**config.mk**
```make
export PLATFORM = sky130hd
export DESIGN_NAME = gpio6_port
export DESIGN_NICKNAME = d
export VERILOG_FILES = /design/src/rtl/gpio6_pkg.sv /design/src/rtl/gpio6_ctl_reg.sv /design/src/rtl/gpio6_in_sync.sv /design/src/rtl/gpio6_pad_drv.sv /design/src/rtl/gpio6_rd_mux.sv /design/src/rtl/gpio6_port.sv
export SDC_FILE = /design/constraint.sdc
export NUM_CORES = 1
export LEC_CHECK = 0
export BUFFER_PORTS_ARGS = -buffer_cell sky130_fd_sc_hd__buf_2
export CORE_UTILIZATION = 30
export CTS_CLUSTER_DIAMETER = 80
export CTS_CLUSTER_SIZE = 14
export DETAILED_ROUTE_END_ITERATION = 8
export GPL_TIMING_DRIVEN = 1
export PLACE_DENSITY = 0.64
export REMOVE_ABC_BUFFERS = 1
export SLEW_MARGIN = 20
export SYNTH_ARGS = -nofsm -noshare
export SYNTH_HDL_FRONTEND = slang
export SYNTH_SLANG_ARGS = --single-unit
```
**constraint.sdc**
```tcl
create_clock -name clk -period 2 [get_ports clk]
set_clock_uncertainty 0.1 [all_clocks]
set_input_delay 0.2 -clock clk [delete_from_list [all_inputs] [get_ports clk]]
set_output_delay 0.2 -clock clk [all_outputs]
set_load 0.05 [all_outputs]
```
**src/rtl/gpio6_pkg.sv**
```systemverilog
// Package: shared constants and the register-offset encoding of the port.
// Assumes a two-bit offset space with all four offsets decoded.
package gpio6_pkg;

    localparam int ADDR_W = 2;

    typedef enum logic [ADDR_W-1:0] {
        SEL_DIR  = 2'd0,
        SEL_DATA = 2'd1,
        SEL_PIN  = 2'd2,
        SEL_ODRN = 2'd3
    } reg_sel_e;

    // Per-pin drive mode as decoded from direction and open-drain bits.
    typedef enum logic [1:0] {
        MODE_INPUT = 2'd0,
        MODE_PUSH  = 2'd1,
        MODE_OPEN  = 2'd2
    } pin_mode_e;

    function automatic pin_mode_e pin_mode(input logic dir_bit, input logic od_bit);
        if (!dir_bit)     return MODE_INPUT;
        else if (!od_bit) return MODE_PUSH;
        else              return MODE_OPEN;
    endfunction

endpackage

```
**src/rtl/gpio6_ctl_reg.sv**
```systemverilog
// Module: one writable control register of the port.
// Clears on power-on reset (synchronous, active low) or while the clear
// input is high; otherwise loads when load is high and holds otherwise.
// Assumes the caller already blocked loads for hold conditions.
module gpio6_ctl_reg #(
    parameter int W = 6
) (
    input  logic         clk,
    input  logic         rst_n,
    input  logic         clear,
    input  logic         load,
    input  logic [W-1:0] d,
    output logic [W-1:0] q
);

    // Register update: reset or clear dominates, then load, else hold.
    always_ff @(posedge clk) begin
        if (!rst_n || clear) begin
            q <= '0;
        end else if (load) begin
            q <= d;
        end
    end

endmodule

```
**src/rtl/gpio6_in_sync.sv**
```systemverilog
// Module: multi-stage synchronizer for the pad input levels.
// Each stage is a bank of flops; the last stage is the synchronized level.
// Assumes STAGES >= 1; only power-on reset clears the chain.
module gpio6_in_sync #(
    parameter int W      = 6,
    parameter int STAGES = 2
) (
    input  logic         clk,
    input  logic         rst_n,
    input  logic [W-1:0] async_in,
    output logic [W-1:0] sync_out
);

    logic [W-1:0] stage_q [STAGES];

    for (genvar s = 0; s < STAGES; s++) begin : g_stage
        if (s == 0) begin : g_first
            // First stage: capture the raw pad level.
            always_ff @(posedge clk) begin
                if (!rst_n) stage_q[s] <= '0;
                else        stage_q[s] <= async_in;
            end
        end else begin : g_next
            // Later stage: shift from the previous stage.
            always_ff @(posedge clk) begin
                if (!rst_n) stage_q[s] <= '0;
                else        stage_q[s] <= stage_q[s-1];
            end
        end
    end

    assign sync_out = stage_q[STAGES-1];

endmodule

```
**src/rtl/gpio6_pad_drv.sv**
```systemverilog
// Module: per-pin pad drive decode.
// Turns direction, data and open-drain bits into output enable, output
// level and pull-up enable. Purely combinational; assumes registered inputs.
module gpio6_pad_drv
    import gpio6_pkg::*;
#(
    parameter int W = 6
) (
    input  logic [W-1:0] dir_q,
    input  logic [W-1:0] data_q,
    input  logic [W-1:0] odrn_q,
    output logic [W-1:0] pad_oe,
    output logic [W-1:0] pad_out,
    output logic [W-1:0] pad_pmos_en
);

    for (genvar i = 0; i < W; i++) begin : g_pin
        pin_mode_e mode;

        assign mode = pin_mode(dir_q[i], odrn_q[i]);

        // Drive decode for one pin according to its mode.
        always_comb begin
            unique case (mode)
                MODE_PUSH: begin
                    pad_oe[i]      = 1'b1;
                    pad_out[i]     = data_q[i];
                    pad_pmos_en[i] = 1'b1;
                end
                MODE_OPEN: begin
                    pad_oe[i]      = ~data_q[i];
                    pad_out[i]     = 1'b0;
                    pad_pmos_en[i] = 1'b0;
                end
                default: begin
                    pad_oe[i]      = 1'b0;
                    pad_out[i]     = 1'b0;
                    pad_pmos_en[i] = 1'b0;
                end
            endcase
        end
    end

endmodule

```
**src/rtl/gpio6_rd_mux.sv**
```systemverilog
// Module: read-data select for the register bus.
// Picks the addressed register; the pin view merges data and synchronized
// pin level per bit by direction. Bits above the pin count read as zero.
module gpio6_rd_mux
    import gpio6_pkg::*;
#(
    parameter int W     = 6,
    parameter int BUS_W = 8
) (
    input  logic [ADDR_W-1:0] sel,
    input  logic [W-1:0]      dir_q,
    input  logic [W-1:0]      data_q,
    input  logic [W-1:0]      odrn_q,
    input  logic [W-1:0]      pin_sync,
    output logic [BUS_W-1:0]  rdata
);

    logic [W-1:0] pin_view;

    // Per-bit merge of the output latch and the live (synchronized) level.
    always_comb begin
        for (int i = 0; i < W; i++) begin
            pin_view[i] = dir_q[i] ? data_q[i] : pin_sync[i];
        end
    end

    // Offset decode for the read path.
    always_comb begin
        rdata = '0;
        unique case (reg_sel_e'(sel))
            SEL_DIR:  rdata[W-1:0] = dir_q;
            SEL_DATA: rdata[W-1:0] = data_q;
            SEL_PIN:  rdata[W-1:0] = pin_view;
            SEL_ODRN: rdata[W-1:0] = odrn_q;
            default:  rdata = '0;
        endcase
    end

endmodule

```
**src/rtl/gpio6_port.sv**
```systemverilog
// Module: top of the six-pin I/O port.
// Decodes bus writes, holds direction/data/open-drain registers, synchronizes
// pad inputs and drives the pad controls. Assumes PINS <= BUS_W and that
// reset and standby inputs are synchronous to clk.
module gpio6_port
    import gpio6_pkg::*;
#(
    parameter int PINS        = 6,
    parameter int BUS_W       = 8,
    parameter int SYNC_STAGES = 2
) (
    input  logic              clk,
    input  logic              rst_n,
    input  logic              hw_stby,
    input  logic              man_rst,
    input  logic              sw_stby,
    input  logic [ADDR_W-1:0] bus_addr,
    input  logic              bus_we,
    input  logic [BUS_W-1:0]  bus_wdata,
    output logic [BUS_W-1:0]  bus_rdata,
    input  logic [PINS-1:0]   pad_in,
    output logic [PINS-1:0]   pad_oe,
    output logic [PINS-1:0]   pad_out,
    output logic [PINS-1:0]   pad_pmos_en
);

    logic            wr_ok;
    logic            ld_dir;
    logic            ld_data;
    logic            ld_odrn;
    logic [PINS-1:0] wr_bits;
    logic [PINS-1:0] dir_q;
    logic [PINS-1:0] data_q;
    logic [PINS-1:0] odrn_q;
    logic [PINS-1:0] pin_sync;

    // Write gating: hold conditions and hardware standby block the bus.
    always_comb begin
        wr_ok   = bus_we & ~man_rst & ~sw_stby & ~hw_stby;
        ld_dir  = wr_ok & (reg_sel_e'(bus_addr) == SEL_DIR);
        ld_data = wr_ok & (reg_sel_e'(bus_addr) == SEL_DATA);
        ld_odrn = wr_ok & (reg_sel_e'(bus_addr) == SEL_ODRN);
        wr_bits = bus_wdata[PINS-1:0];
    end

    gpio6_ctl_reg #(.W(PINS)) i_dir (
        .clk(clk), .rst_n(rst_n), .clear(hw_stby),
        .load(ld_dir), .d(wr_bits), .q(dir_q)
    );

    gpio6_ctl_reg #(.W(PINS)) i_data (
        .clk(clk), .rst_n(rst_n), .clear(hw_stby),
        .load(ld_data), .d(wr_bits), .q(data_q)
    );

    gpio6_ctl_reg #(.W(PINS)) i_odrn (
        .clk(clk), .rst_n(rst_n), .clear(hw_stby),
        .load(ld_odrn), .d(wr_bits), .q(odrn_q)
    );

    gpio6_in_sync #(.W(PINS), .STAGES(SYNC_STAGES)) i_sync (
        .clk(clk), .rst_n(rst_n), .async_in(pad_in), .sync_out(pin_sync)
    );

    gpio6_pad_drv #(.W(PINS)) i_drv (
        .dir_q(dir_q), .data_q(data_q), .odrn_q(odrn_q),
        .pad_oe(pad_oe), .pad_out(pad_out), .pad_pmos_en(pad_pmos_en)
    );

    gpio6_rd_mux #(.W(PINS), .BUS_W(BUS_W)) i_rd (
        .sel(bus_addr), .dir_q(dir_q), .data_q(data_q), .odrn_q(odrn_q),
        .pin_sync(pin_sync), .rdata(bus_rdata)
    );

endmodule

```
* Word-level counts from Yosys, hierarchy flattened
Memories as Yosys holds them, arrays and structs flattened. Index checks and enable logic that the tools add are counted.
Word-level totals: RAM bits 12, memories kept 1, flip-flop bits (word level) 18, input port bits 22
Memories:
- i_sync.stage_q | words 2, width 6, read ports 2, clocked after memory_dff 0, wr ports 2, RTL line gpio6_in_sync.sv:14 | logic [W-1:0] stage_q [STAGES];
Operators by class: bitwise logic cells 17, equality and inequality tests 15, multiplexer cells 41, reduce and logical (&&, ||, !) cells 3
Operators with widths (count):
- two-way mux 2 bit | 12
- one-hot mux 6 bit (4 select lines) | 1
- two-way mux 1 bit | 20
- equality test 2 bit, second input constant | 8
- equality test 2 x 1 -> 1 bit, second input constant | 7
- two-way mux 6 bit | 2
- one-hot mux 1 bit (2 select lines) | 6
- inverter 1 bit | 9
- AND 1 bit | 6
- zero test 2 bit | 1
- bitwise OR 1 bit | 2
- zero test 1 bit | 1
- logical OR 1 bit | 1

* Depth between registers and ports, before layout
Gate-level depths: netlist of run 1.
depth after elaboration 5, gate-level depth with buffers 5, gate-level depth less buffers 3

* By module
A second synthesis of run 1 with hierarchy kept.
Unflattened totals: cells, all modules 146, area, all modules 1458.9 um2
Modules (own cells, without submodules):
- gpio6_ctl_reg | sequential area each 120.1 um2, instances 3, area each 220.2 um2, cells an instance 20
- gpio6_in_sync | sequential area each 240.2 um2, instances 1, area each 336.6 um2, cells an instance 25
- gpio6_rd_mux | sequential area each 0.0 um2, instances 1, area each 287.8 um2, cells an instance 38
- gpio6_pad_drv | sequential area each 0.0 um2, instances 1, area each 135.1 um2, cells an instance 18
- gpio6_port | sequential area each 0.0 um2, instances 1, area each 38.8 um2, cells an instance 5

* Worst setup path after synthesis of run 1
No wires, ideal clock.
kind input to output, from input bus_addr[1], to output bus_rdata[4], stages on the path 4, arrival 2.033 ns, path buffers 2, required time 1.700 ns, path slack -0.333 ns, cell sequence clkbuf_1 > clkbuf_1 > a211oi_1 > nor3_1
Between the ends: longest elaborated chain between the ends 2
Ends and longest elaborated chain:
- from (decl) | RTL line gpio6_port.sv:17 | input logic [ADDR_W-1:0] bus_addr,
- equality test 2 bit (tied with other cells) | RTL line gpio6_rd_mux.sv:30 | unique case (reg_sel_e'(sel))
- one-hot mux 6 bit (4 select lines) (*) | RTL line gpio6_rd_mux.sv:30
- to (decl) | RTL line gpio6_port.sv:20 | output logic [BUS_W-1:0] bus_rdata,
Mark *: on every way between the ends. The rest lies on a longest branch, timed or not.

* Final worst setup path of run 1
from input bus_addr[1], to output bus_rdata[5]
Same word-level chain as after synthesis.

==> impl_metrics.ini, run 1 <==
[route]
num_vias = 1171
viasPerCell = 4.684
post_drt_wl_per_cell_um = 11.76
drtPass1Iterations = 6
drt_iter0_drc = 71
wirelength_um = 2939
drc = 0
final_antenna_net_count = 0

[placement]
post-place-ws_ns = 0.2354
placed_cell_area_mm2 = 0.001634
dp_hpwl_um = 2119
io_buffer_count = 43
routabilityCongestion = 0.7798

[pwr]
p_switching_uw = 309.5
power_density_mw_per_mm2 = 761.9
p_int_mw = 1.018
power.leakage_nw = 0.8294
vdd_ir_drop_max_mv = 0.2506
sw_frac_of_total = 0.2331
pwr-share-seq = 0.462
pwr-share-comb = 0.097
clkPwrFrac = 0.441

[clock_network]
numCtsBuffers = 5
holdBufCountCts = 0
cts.sinks = 30
path_clk_slew_ns = 0.06
clockRootBuffer = clkbuf_8
h-tree-depth = 2
ctsResizeCount = 0
cts_setup_buffers = 0
insertion_delay_ns = 0.28
clk_path_buf_depth = 2
cts_tree = built

[global_routing]
grt_max_degree = 25
grt_antenna_before_repair = 0
overflow = 0
grt_pass1_vias = 944
track_usage = 0.1253
grt_pass1_wl_um = 4616

[setup_path]
rr_endpoint = i_data.q[1]$_SDFFE_PP0P_
path_class = input pin to primary output
cp.arrival_ns = 1.37
r2r_setup_slack_ns = 1.26
cp-startpoint = bus_addr[1]
cp-end-kind = primary output
crit_fanout = 19
endpoint = bus_rdata[5]
crit_required_ns = 1.70
crit_path_start_kind = input pin
r2r_start = i_data.q[1]$_SDFFE_PP0P_
ff2ff_path_depth = 2

[timing]
setup_viol = 0
setup_tns_ns = 0
min_period_ns = 1.666
maxSlewViolCount = 0
rsz0062_at_grt = no
period_share = 0.8330
worst_slack_ns = 0.3340
max_freq_mhz = 600.2
hold_viol = 0
fin_hold_ws_ns = 0.01661

[synthesis]
yosysTopAreaCell = dfxtp_1
syn_inst = 151
avgSynthCellArea_um2 = 9.024
synth_area_leaders = dfxtp_1, mux2i_1, and2_1
synth_area_mm2 = 0.001363
ys_seq_elements = 30
synth_cell_types = 24
yosysWarnings = 0
synth_top_area_share = 0.4408
ys_seq_area_frac = 0.4408

[die]
core_mm2 = 0.004354
initial_core_util = 0.3129
die_h_um = 69.40
rows = 24
io_pins = 48
dieArea_mm2 = 0.004816
die_x_um = 69.40

[layout]
nets = 219
multiInputGateArea_um2 = 708.2
stdcell_area_mm2 = 0.001743
fillCellCount = 451
areaGrowthSynthToFinish_pct = 27.92
antennaDiodeCount = 0
seqCellArea_um2 = 600.6
layout_common_cells = buf_2, dfxtp_1, nand2_1
mostFrequentLayoutCell = buf_2
finish.utilization = 0.4003
drive_above_1_share = 0.2980

[job]
max_cap_viol_count = 0

[worst_hold_path]
hold_start = pad_in[1]
hold_path.class = input pin to register

[run_status]
status = completed
state kept, by name, summed over array words and instances, names as in the netlist:
| signal | cells |
|---|---|
| i_sync.stage_q | 12 |
| i_data.q | 6 |
| i_odrn.q | 6 |
| i_dir.q | 6 |
layer usage:
metal / track usage / wire length [um]
met5: 0 / 0
met4: 0.06349 / 63
met3: 0.04070 / 168
met2: 0.2050 / 1430
met1: 0.1461 / 1277
area by class of cell:
type / instances / area share
well taps: 52 / 0.03733
clock buffers: 5 / 0.03948
repair buffers: 49 / 0.1493
flip-flops and latches: 30 / 0.3446
multi-input cells: 111 / 0.4063
clock inverters: 3 / 0.02297
through the flow:
| step | std cells | total power [mW] |
|---|---|---|
| final | 250 | 1.328 |
| after global routing | 250 | 1.389 |
| after CTS | 250 | 1.342 |
| after detailed placement | 242 | 0.7573 |
| after global placement | 242 | 0.7559 |
| after floorplan | 141 | 0.7025 |
power by group through the flow:
stage,Sequential [mW],Clock (mW),Combinational [mW]
floorplan,0.625,0,0.0772
global placement,0.626,0,0.130
detailed placement,0.626,0,0.131
CTS,0.613,0.598,0.131
global route,0.614,0.636,0.139
finish,0.613,0.585,0.129
worst min path at each step:
stage                                       to  cells past startpoint  slack, ns
5_1_grt        i_sync.stage_q[0][4]$_SDFF_PN0_                      2       0.01
3_3_place_gp   i_sync.stage_q[0][2]$_SDFF_PN0_                      2       0.31
2_1_floorplan  i_sync.stage_q[0][0]$_SDFF_PN0_                      1       0.22
6_report       i_sync.stage_q[0][1]$_SDFF_PN0_                      2       0.02
3_5_place_dp   i_sync.stage_q[0][1]$_SDFF_PN0_                      2       0.31
4_1_cts        i_sync.stage_q[0][1]$_SDFF_PN0_                      2       0.01
worst max-delay path: stages:
cell	delay, ns
buf_2	0.34
nand2b_1	0.24
a21oi_1	0.08
nor3_1	0.20
buf_2	0.31
cells by family (layout without fill, tap and decap cells):
family                 Yosys count  in the layout  share of synthesized area
AOI/OAI and AO/OA               34             34                     0.1579
DFF                             30             30                     0.4408
muxes                           16             16                     0.1175
and+or+nand+nor                 59             59                     0.2388
other                            1              2                   0.002752
buffers and inverters           11             57                    0.04224
cells in the mapped netlist, drive strengths merged:
cell and n:
or4b 1, nor2b 7, nor2 3, nand2b 1
mux2i 16, buf 4, nor3 2, clkbuf 7
o21ai 6, dfxtp 30, or3 1, a211oi 2
nand2 19, nand3b 6, a21boi 6, and2 18
a21o 4, a21oi 10, o211ai 6, conb 1
or2 1
(Power assumes the default switching activity.)
==> run 2: changes to the inputs <==
PLACE_DENSITY = 0.66   (was 0.64)
clock period = 1.5 ns   (was 2 ns; I/O delays follow)
==> impl_metrics.ini, run 2 (same netlist as run 1, synthesis figures left out) <==
[route]
drt_iter0_drc = 22
wirelength_um = 3060
drc = 0
final_antenna_net_count = 0
num_vias = 1216
drtPass1Iterations = 4
post_drt_wl_per_cell_um = 11.77
viasPerCell = 4.677

[die]
core_mm2 = 0.004354
die_x_um = 69.40
dieArea_mm2 = 0.004816
rows = 24
die_h_um = 69.40
initial_core_util = 0.3129
io_pins = 48

[setup_path]
crit_required_ns = 1.25
crit_path_start_kind = register
crit_slowest_cell = dfxtp_4
cp-end-kind = primary output
cp.arrival_ns = 1.19
crit_family = flip-flops
worstPathCellList = nand3b_1 > a21oi_2 > nor3_2 > buf_6
path_class = register to primary output
crit_fanout = 5
max_stage_delay_ns = 0.36
worst-path-buf-inv = 1

[clock_network]
numCtsBuffers = 5
cts_tree = built
insertion_delay_ns = 0.27
cts.sinks = 30
path_clk_slew_ns = 0.07
h-tree-depth = 2
clockRootBuffer = clkbuf_8
clk_path_buf_depth = 2

[global_routing]
overflow = 0
grt_antenna_before_repair = 0
track_usage = 0.1370
grt_max_degree = 25
grt_pass1_wl_um = 5237
grt_pass1_vias = 1139

[timing]
hold_viol = 0
setup_viol = 0
maxSlewViolCount = 0
rsz0062_at_grt = yes
min_period_ns = 1.441
period_share = 0.9607
setup_tns_ns = 0
worst_slack_ns = 0.05893
max_freq_mhz = 693.9

[pwr]
power_density_mw_per_mm2 = 1042
vdd_ir_drop_max_mv = 0.5673
finalPower_mw = 2.032
power.leakage_nw = 0.8995

[layout]
multiInputGateArea_um2 = 730.7
antennaDiodeCount = 0
layout_common_cells = buf_2, nand2_1, dfxtp_1
largest_reg_flops = 12
drive_above_1_share = 0.3846
fillCellCount = 431
finish.utilization = 0.4477
seqCellArea_um2 = 616.8
largest-register = i_sync.stage_q
areaGrowthSynthToFinish_pct = 43.07
mostFrequentLayoutCell = buf_2
nets = 229

[run_status]
status = completed

[placement]
post-place-ws_ns = -0.1748
routabilityCongestion = 0.7645
dp_hpwl_um = 2189
io_buffer_count = 43

[worst_hold_path]
hold_path.class = input pin to register

[job]
max_cap_viol_count = 0
[run 2: cell types whose count changed in the layout (fill, tap and decap cells not counted), sizes merged]
cell,previous run,this run
bufinv,1,2
dlygate4sd3,0,6
clkinv,2,0
clkbuf,5,11
buf,49,48
[run 2: final timing paths]
path	startpoint	to	slack, ns	cells past startpoint
max	i_dir.q[5]$_SDFFE_PP0P_	bus_rdata[5]	0.06	4
min	bus_wdata[3]	i_dir.q[3]$_SDFFE_PP0P_	0.05	3
max reg2reg	i_odrn.q[2]$_SDFFE_PP0P_	i_odrn.q[2]$_SDFFE_PP0P_	0.71	2
min reg2reg	i_sync.stage_q[0][1]$_SDFF_PN0_	i_sync.stage_q[1][1]$_SDFF_PN0_	0.33	1
[run 2: timing repair]
item,in CTS,in global routing
endpoints found under the hold margin,6,0
hold buffers,6,0
pin swaps,0,3
setup buffers,0,1
endpoints found under the setup margin,5,14
gates resized for setup,5,27
[run 2: cell type report]
cell class	count	share of cell area
multi-input combinational	111	0.3748
tap	52	0.03338
timing repair buffer	59	0.2022
clock inverter	2	0.03081
clock buffer	6	0.04236
sequential	30	0.3164
[run 2: power breakdown]
part / switching [mW] / leakage [nW] / internal, mW / total [mW]
Combinational: 0.123 / 0.578 / 0.0853 / 0.208
Sequential: 0.00469 / 0.250 / 0.811 / 0.816
Clock: 0.300 / 0.0714 / 0.708 / 1.01
[run 2: routing by layer]
layer  share of wire  vias to the layer above  routed length (um)  global-route usage
li1                -                      625                   -                   -
met3           0.051                        6                 155             0.04215
met2            0.45                       34                1383              0.2125
met5               0                        -                   0                   0
met4           0.017                        0                  51             0.04762
met1            0.48                      551                1470              0.1801
[run 2: stage by stage]
step / std cells / hold WS, ns / area, um^2
floorplan: 141 / 0.1717 / 1309
global placement: 245 / 0.2568 / 1669
detailed placement: 245 / 0.2597 / 1669
CTS: 259 / 0.06357 / 1884
global route: 260 / 0.05848 / 1949
finish: 260 / 0.05492 / 1949
[run 2: worst reg2reg max path: stages, from the launching register on]
cell and delay (ns):
dfxtp_1 0.40, o211ai_1 0.11, o21ai_1 0.10
==> run 3: changes to the inputs <==
--- a/config.mk
+++ b/config.mk
@@ -7,10 +7,10 @@
 export LEC_CHECK = 0
 export BUFFER_PORTS_ARGS = -buffer_cell sky130_fd_sc_hd__buf_2
-export CORE_UTILIZATION = 30
+export CORE_UTILIZATION = 35
 export CTS_CLUSTER_DIAMETER = 80
 export CTS_CLUSTER_SIZE = 14
 export DETAILED_ROUTE_END_ITERATION = 8
 export GPL_TIMING_DRIVEN = 1
-export PLACE_DENSITY = 0.66
+export PLACE_DENSITY = 0.73
 export REMOVE_ABC_BUFFERS = 1
 export SLEW_MARGIN = 20
==> constraint.sdc (replaced) <==
create_clock -name clk -period 1.5 [get_ports clk]
set_clock_uncertainty 0.1 [all_clocks]
set_input_delay 0.45 -clock clk [delete_from_list [all_inputs] [get_ports clk]]
set_output_delay 0.45 -clock clk [all_outputs]
set_load 0.05 [all_outputs]
==> impl_metrics.ini, run 3 (same netlist as run 1, synthesis figures left out) <==
[setup_path]
max_stage_delay_ns = 0.19
path_class = input pin to primary output
worstPathCellList = buf_12 > buf_12 > a21o_1 > a21oi_2 > a21oi_1 > buf_4
crit_fanout = 8
worst-path-buf-inv = 3
crit_family = buffers and inverters
cp.arrival_ns = 1.20
cp-startpoint = bus_addr[1]
cp-end-kind = primary output
crit_path_start_kind = input pin
r2r_start = i_data.q[5]$_SDFFE_PP0P_
crit_slowest_cell = buf_4
crit_top_cell = buf_12
crit_required_ns = 0.95

[clock_network]
clockRootBuffer = clkbuf_8
clk_path_buf_depth = 2
insertion_delay_ns = 0.28
numCtsBuffers = 5
cts_tree = built
cts.sinks = 30
h-tree-depth = 2
path_clk_slew_ns = 0.06

[route]
drt_iter0_drc = 57
drc = 0
final_antenna_net_count = 0
wirelength_um = 3625
num_vias = 1265
viasPerCell = 4.865
post_drt_wl_per_cell_um = 13.94
drtPass1Iterations = 4

[global_routing]
grt_antenna_before_repair = 0
grt_max_degree = 13
grt_pass1_wl_um = 5464
grtUsageMet2 = 0.2776
grt_pass1_vias = 1177
grt_use_met3 = 0.05893
top_usage_layer = met2
overflow = 0
track_usage = 0.1758
met1_usage = 0.2191

[layout]
drive_above_1_share = 0.5896
areaGrowthSynthToFinish_pct = 71.17
largest_reg_flops = 12
nets = 233
antennaDiodeCount = 0
fin_cells = 260
largest-register = i_sync.stage_q
fillCellCount = 302
stdcell_area_mm2 = 0.002332
mostFrequentLayoutCell = buf_6
layout_common_cells = buf_6, nand2_1, mux2i_1, buf_2, dfxtp_1

[timing]
period_share = 1.169
setup_viol = 41
max_freq_mhz = 570.5
min_period_ns = 1.753
worst_slack_ns = -0.2529
setup_tns_ns = -3.487
hold_viol = 0
maxSlewViolCount = 0
fin_hold_ws_ns = 0.2722
rsz0062_at_grt = yes

[die]
io_pins = 48
die_h_um = 64.40
core_mm2 = 0.003689
dieArea_mm2 = 0.004147
rows = 22
initial_core_util = 0.3694
die_x_um = 64.40

[job]
max_cap_viol_count = 0

[worst_hold_path]
hold_start = pad_in[2]
hold_path.class = input pin to register

[placement]
placed_cell_area_mm2 = 0.001709
routabilityCongestion = 0.7714
dp_hpwl_um = 2237
io_buffer_count = 43
dp.cells = 247

[pwr]
vdd_ir_drop_max_mv = 0.5948
power_density_mw_per_mm2 = 775.7
power.leakage_nw = 1.006
finalPower_mw = 1.809

[run_status]
status = finished with violations
failed_checks = negative setup slack
[run 3: changes by cell type in the layout (fill, tap and decap cells not counted), moves of 7 or more]
cell     before  now
buf_6         1   22
buf_2        32   16
buf_8         0   11
a21oi_1       8    1
a21oi_2       2    9
[run 3: per-stage QoR]
| step | util | worst slack (ns) |
|---|---|---|
| after floorplan | - | -0.8220 |
| after global placement | 0.4634 | -0.4631 |
| after detailed placement | 0.4634 | -0.5139 |
| after CTS | 0.5946 | -0.2779 |
| after global routing | 0.6323 | -0.2925 |
| final | 0.6323 | -0.2529 |
[run 3: power breakdown]
group	internal [mW]	switching (mW)	leakage, nW
sequential	0.801	0.00605	0.255
clock	0.462	0.291	0.0575
combinational	0.114	0.135	0.694
total	1.38	0.432	1.01
[run 3: worst reg2reg max path: stages (launching register included)]
cell,delay [ns]
dfxtp_1,0.46
nand2_1,0.11
mux2i_1,0.18
[run 3: layout make-up]
cell class | count | area [um^2] | area share
sequential | 30 | 638.1 | 0.2736
timing repair buffer | 63 | 643.1 | 0.2758
multi-input combinational | 111 | 880.8 | 0.3777
clock buffer | 8 | 110.1 | 0.04721
tap | 48 | 60.06 | 0.02575
[run 3: path summary, 6_finish.rpt]
kind                                                   endpoint  cells after the start  slack, ns
worst min register to register  i_sync.stage_q[1][3]$_SDFF_PN0_                      1       0.33
worst min-delay path            i_sync.stage_q[0][2]$_SDFF_PN0_                      2       0.27
worst max register to register         i_data.q[5]$_SDFFE_PP0P_                      2       0.57
worst max-delay path                               bus_rdata[3]                      6      -0.25
[run 3: routing by layer]
metal | routed length [um] | part of all wire
met1 | 1669 | 0.46
met2 | 1725 | 0.48
met3 | 186 | 0.051
met4 | 43 | 0.012
met5 | 0 | 0
[run 3: what timing repair did]
| action | in CTS | in global routing |
|---|---|---|
| hold buffers | 0 | 0 |
| resized for setup | 116 | 34 |
| setup endpoints to repair | 42 | 42 |
| buffers inserted | 1 | 3 |
| gates cloned | 1 | 0 |
| pin swaps | 8 | 7 |
